===== config.mk =====
export PLATFORM = sky130hd
export DESIGN_NAME = vec_irq_ctrl
export DESIGN_NICKNAME = d
export VERILOG_FILES = /design/src/rtl/vec_irq_ctrl.sv
export SDC_FILE = /design/constraint.sdc
export NUM_CORES = 1
export LEC_CHECK = 0
export ABC_AREA = 1
export ABC_CLOCK_PERIOD_IN_PS = 24000
export BUFFER_PORTS_ARGS = -buffer_cell sky130_fd_sc_hd__buf_2
export CAP_MARGIN = 20
export CORE_ASPECT_RATIO = 0.9
export CORE_MARGIN = 4
export CORE_UTILIZATION = 50
export CTS_CLUSTER_SIZE = 25
export DETAILED_ROUTE_END_ITERATION = 10
export HOLD_SLACK_MARGIN = 0.05
export PLACE_DENSITY = 0.68
export SETUP_SLACK_MARGIN = 0.2
export SLEW_MARGIN = 25
export SYNTH_ARGS = -nofsm -noshare
export SYNTH_HDL_FRONTEND = slang
export SYNTH_SLANG_ARGS = --single-unit

===== constraint.sdc =====
create_clock -name clk -period 24 [get_ports clk]
set_input_delay 7.2 -clock clk [delete_from_list [all_inputs] [get_ports clk]]
set_output_delay 7.2 -clock clk [all_outputs]
set_load 0.02 [all_outputs]

===== src/rtl/vec_irq_ctrl.sv =====
module vec_irq_ctrl #(
  parameter int NPER = 4,
  parameter int VW = 16,
  parameter logic [VW-1:0] SPUR_VEC = {VW{1'b1}}
)(
  input  logic clk,
  input  logic rst_n,
  input  logic fiq_in,
  input  logic [2:0] ext_irq,
  input  logic [NPER-1:0] per_irq,
  input  logic [NPER+3:0] mask_set,
  input  logic [NPER+3:0] mask_clr,
  input  logic cfg_we,
  input  logic [$clog2(NPER+4)-1:0] cfg_src,
  input  logic [2:0] cfg_prio,
  input  logic cfg_edge,
  input  logic [VW-1:0] cfg_vec,
  input  logic vec_rd,
  input  logic fvec_rd,
  input  logic prot_en,
  input  logic ack_wr,
  input  logic eoi,
  output logic [VW-1:0] vec_data,
  output logic nirq,
  output logic nfiq,
  output logic [NPER+3:0] mask_q,
  output logic [2:0] cur_lvl,
  output logic [3:0] nest_depth
);
  localparam int NSRC = NPER + 4;
  localparam int SW = $clog2(NSRC);
  localparam int LVLS = 8;

  logic [NSRC-1:0] raw, prev_q, epend_q, edge_q, pend, act, clr;
  logic [2:0] prio_q [NSRC];
  logic [VW-1:0] vec_q [NSRC];
  logic [2:0] stk_q [LVLS];
  logic [3:0] depth_q;
  logic [2:0] top;
  logic win_ok, elig, take, ftake, push, pop;
  logic [SW-1:0] win_id;
  logic [2:0] win_p;

  assign raw   = {per_irq, ext_irq, fiq_in};
  assign pend  = (edge_q & epend_q) | (~edge_q & raw);
  assign act   = pend & mask_q;
  assign top   = 3'(depth_q - 4'd1);
  assign cur_lvl = (depth_q == 4'd0) ? 3'd0 : stk_q[top];
  assign nest_depth = depth_q;

  always_comb begin
    win_ok = 1'b0;
    win_id = '0;
    win_p  = 3'd0;
    for (int i = 1; i < NSRC; i++) begin
      if (act[i] && (!win_ok || prio_q[i] > win_p)) begin
        win_ok = 1'b1;
        win_id = SW'(i);
        win_p  = prio_q[i];
      end
    end
  end

  assign elig  = win_ok && (depth_q == 4'd0 || win_p > cur_lvl);
  assign nirq  = ~elig;
  assign nfiq  = ~act[0];
  assign take  = (vec_rd & ~prot_en) | ack_wr;
  assign ftake = fvec_rd & ~prot_en;
  assign push  = take & elig;
  assign pop   = eoi & ~push & (depth_q != 4'd0);

  assign vec_data = fvec_rd ? vec_q[0] : (elig ? vec_q[win_id] : SPUR_VEC);

  always_comb begin
    clr = '0;
    if (push) clr[win_id] = 1'b1;
    if (ftake) clr[0] = 1'b1;
  end

  always_ff @(posedge clk or negedge rst_n) begin
    if (!rst_n) begin
      prev_q  <= '0;
      epend_q <= '0;
      mask_q  <= '0;
      edge_q  <= '0;
      depth_q <= 4'd0;
      for (int i = 0; i < NSRC; i++) begin
        prio_q[i] <= 3'd0;
        vec_q[i]  <= '0;
      end
      for (int i = 0; i < LVLS; i++) stk_q[i] <= 3'd0;
    end else begin
      prev_q  <= raw;
      epend_q <= (epend_q & ~clr) | (raw & ~prev_q);
      mask_q  <= (mask_q | mask_set) & ~mask_clr;
      if (cfg_we) begin
        prio_q[cfg_src] <= cfg_prio;
        edge_q[cfg_src] <= cfg_edge;
        vec_q[cfg_src]  <= cfg_vec;
      end
      if (push) begin
        stk_q[depth_q[2:0]] <= win_p;
        depth_q <= depth_q + 4'd1;
      end else if (pop) begin
        depth_q <= depth_q - 4'd1;
      end
    end
  end

  a_r10_depth_bound: assert property (@(posedge clk) disable iff (!rst_n)
    nest_depth <= 4'd8);

  a_r6_push_grows: assert property (@(posedge clk) disable iff (!rst_n)
    (take && !nirq) |=> nest_depth == $past(nest_depth) + 4'd1);

  a_r6_level_rises: assert property (@(posedge clk) disable iff (!rst_n)
    (take && !nirq && nest_depth != 4'd0) |=> cur_lvl > $past(cur_lvl));

  a_r5_spur_no_push: assert property (@(posedge clk) disable iff (!rst_n)
    (take && nirq && !eoi) |=> $stable(nest_depth));

  a_r9_prot_quiet: assert property (@(posedge clk) disable iff (!rst_n)
    (vec_rd && prot_en && !ack_wr && !eoi) |=> $stable(nest_depth));

  a_r7_pop: assert property (@(posedge clk) disable iff (!rst_n)
    (eoi && !(take && !nirq) && nest_depth != 4'd0) |=> nest_depth == $past(nest_depth) - 4'd1);

  a_r2_mask_cleared: assert property (@(posedge clk) disable iff (!rst_n)
    (mask_clr != '0) |=> (mask_q & $past(mask_clr)) == '0);

  a_r4_fiq_masked: assert property (@(posedge clk) disable iff (!rst_n)
    !mask_q[0] |-> nfiq);
endmodule


==> impl_metrics.ini <==
[final_layout]
drive_gt1_frac = 0.1344
area_growth_pct = 14.91
nets = 1559
nFillCells = 2000
final_cell_count_no_fill = 1781
diodes = 0
regArea_um2 = 5230
multi_input_area_um2 = 4683

[synthesis]
synth_area_um2 = 10780
synth_top_area_frac = 0.4851
synth_area_leader_cell = dfrtp_1
syn_avg_cell_area_um2 = 7.690
synth_cell_types = 36
ys_warn_count = 0
yosys_register_bits = 209
synth-edff-count = 0
synthCells = 1402
seq_area_frac_synth = 0.4851
ys.flop_type = dfrtp_1
async_flop_share = 1.000
syn_nets = 1480
synthTopCellsByArea = dfrtp_1 (49%), nand2_1 (13%), o21ai_0 (9.5%)

[drt]
route.detailed.drc = 0
drt_iter0_drc = 977
drtAntennaViolNets = 0
vias = 9462
avgRoutedWirePerCell_um = 16.56
dr.pass1.iters = 6
drt_wl_total_um = 29490
avgViaCountPerCell = 5.313

[floorplanning]
core_area_um2 = 21020
die_h_um = 147.3
start_util = 0.5129
io_pins = 88
die_w_um = 162.8
rows = 50
die_area_um2 = 23980

[clock_network]
clkSinkCount = 209
cts_buffers = 23
clk_path_buf_depth = 3
holdBufCountCts = 0
htreeDepth = 1
path_clk_slew_ns = 0.06
root_buffer = clkbuf_16
cts_tree = yes
worst_skew_pair.late_latency_ns = 0.52

[timing]
max_slew_margin = 0.3765
tightest_slew_ns = 0.9353
fin_crit_ns = 23.08
fmax_ghz = 0.04333
slew_viol_final = 0
period_share = 0.9617
setup_viol = 0
rsz0062_at_grt = false
hold_viol_final = 0
fin_skew_ns = 0.01549
finalSetupTns_ns = 0

[worst_hold_path]
worstHoldPathCells = 1
hp-start = prev_q[2]$_DFF_PN0_
hold_path.class = reg -> reg

[job]
cap_violations = 0

[critical_path]
arrival_ns = 15.88
cpPeakStageDelay_ns = 0.33
critPathLaunch = ext_irq[0]
crit_top_cell = nand2_1
reg2reg_depth = 70
slowest_stage = or2_2
required_ns = 16.80
crit_buf_inv = 10
r2r_start = edge_q[1]$_DFFE_PN0P_
cp.depth = 71
crit_fanout = 9
path_class = in -> out
cp_top_family = simple AND/OR/NAND/NOR gates
cp-start-kind = primary input
cp-end-kind = primary output

[global_routing]
antenna_found_initial = 0
grt_pass1_wl_um = 47610
grtUsageTotal = 0.2450
grt_pass1_vias = 8923
grt-ovfl-total = 0
grt_max_degree = 85

[placement]
place_hpwl_um = 18800
placed_cells = 1734
gp_congestion = 0.9252
port_buffers = 87

[pwr]
p_switching_mw = 0.6644
p_leak_nw = 6.400
internal_power_mw = 0.8750
switching_share = 0.4316
power_frac_seq = 0.311
total_power_mw = 1.539
peakVddDrop_v = 0.00007165
power-per-cell-area_nw_per_um2 = 124.3
p_comb_frac = 0.460
clock_power_share = 0.229

[run_status]
status = finished, final reports clean
==> state kept, by name, indices dropped and copies added, names as in the netlist <==
signal / count
epend_q: 8
mask_q: 8
prev_q: 8
stk_q: 24
nest_depth: 4
edge_q: 8
prio_q: 21
vec_q: 128
==> synth_stat cells (2+ instances only) <==
cell / n
inv_2: 6
clkbuf_1: 42
dfrtp_1: 209
nand3_1: 135
nand2_1: 377
nand3b_1: 34
or2_2: 5
buf_4: 5
nor2_1: 99
o22ai_1: 4
o21ai_1: 11
o221ai_1: 2
nand3_2: 5
nand2_4: 2
xor2_1: 3
inv_1: 178
and2_1: 10
nor2_4: 4
nor3_2: 2
clkinv_1: 2
nor3_1: 2
o211ai_1: 2
buf_2: 6
ha_1: 23
nand2_2: 7
o21ai_0: 204
a21oi_1: 9
buf_6: 6
==> cells by family (layout without fill, tap and decap cells) <==
kind of cell             count (synthesis)  in the layout  synth area share
AND/OR/NAND/NOR                        685            685            0.2813
XOR/XNOR                                 4              4          0.003250
buffers and inverters                  246            339           0.09226
AO/OA/AOI/OAI                          235            235            0.1114
adder cells (fa/ha/maj)                 23             23           0.02669
flip-flops                             209            209            0.4851
==> power by group through the flow <==
stage	clock network [mW]	logic, mW	registers, mW
finish	0.353	0.708	0.478
global route	0.373	0.796	0.487
CTS	0.359	0.663	0.477
detailed placement	0	0.660	0.481
global placement	0	0.651	0.480
floorplan	0	0.478	0.470
==> final timing paths <==
path,to,slack (ns)
hold / removal,epend_q[2]$_DFF_PN0_,0.41
setup / recovery,vec_data[14],0.92
max in group asynchronous,prio_q[15]$_DFFE_PN0P_,15.82
hold reg to reg,epend_q[2]$_DFF_PN0_,0.41
min in group asynchronous,mask_q[2]$_DFF_PN0_,6.72
setup reg to reg,stk_q[18]$_DFFE_PN0P_,14.77
==> cell type report <==
class,count,area share
repair buffers,114,0.05342
flip-flops and latches,209,0.4221
inverters,186,0.05676
multi-input cells,947,0.3780
clock buffers,35,0.05575
clock inverters,4,0.005049
well taps,286,0.02888
==> metrics by stage <==
| step | utilization | area, um2 | worst slack [ns] | hold WS, ns |
|---|---|---|---|---|
| 5_1_grt | 0.5894 | 12390 | 0.07741 | 0.4206 |
| 2_1_floorplan | - | 10780 | 1.235 | 0.3919 |
| 3_5_place_dp | 0.5442 | 11440 | 0.4392 | 0.4107 |
| 6_report | 0.5894 | 12390 | 0.9196 | 0.4107 |
| 4_1_cts | 0.5801 | 12190 | 0.4239 | 0.4138 |
| 3_3_place_gp | 0.5442 | 11440 | 0.7619 | 0.3977 |
==> layout by cell type (no fill, tap or decap), drive strengths merged <==
| cell type | count |
|---|---|
| and2 | 10 |
| clkinvlp | 1 |
| a31oi | 1 |
| nand3 | 141 |
| nand3b | 34 |
| buf | 113 |
| o21ai | 216 |
| o211ai | 2 |
| ha | 23 |
| nand2 | 386 |
| bufinv | 1 |
| dfrtp | 209 |
| or3 | 1 |
| inv | 185 |
| xor2 | 3 |
| nor2 | 104 |
| o21bai | 1 |
| o221ai | 2 |
| nor3 | 4 |
| xnor2 | 1 |
| a21oi | 9 |
| or2 | 5 |
| clkinv | 3 |
| o22ai | 4 |
| clkbuf | 36 |
==> layer usage <==
metal	routed length, um	part of all wire	GRT usage	up-vias
met3	2280	0.077	0.03983	42
li1	-	-	-	4618
met4	653	0.022	0.05786	0
met1	13540	0.46	0.3667	4438
met2	13020	0.44	0.3753	364
met5	0	0	0	-
==> worst reg2reg max path, delay by kind of cell, from the launching register on <==
family,cells,cell delay [ns]
AOI/OAI and AO/OA,9,1.14
and+or+nand+nor,46,4.98
adders and majority gates,7,1.95
buffers and inverters,8,0.72
DFF,1,0.39
==> timing repair <==
| item | CTS | global route |
|---|---|---|
| buffers inserted | 0 | 7 |
| setup endpoints to repair | 0 | 17 |
| resized for setup | 0 | 37 |
No activity file was read; power rests on OpenSTA's default activity.
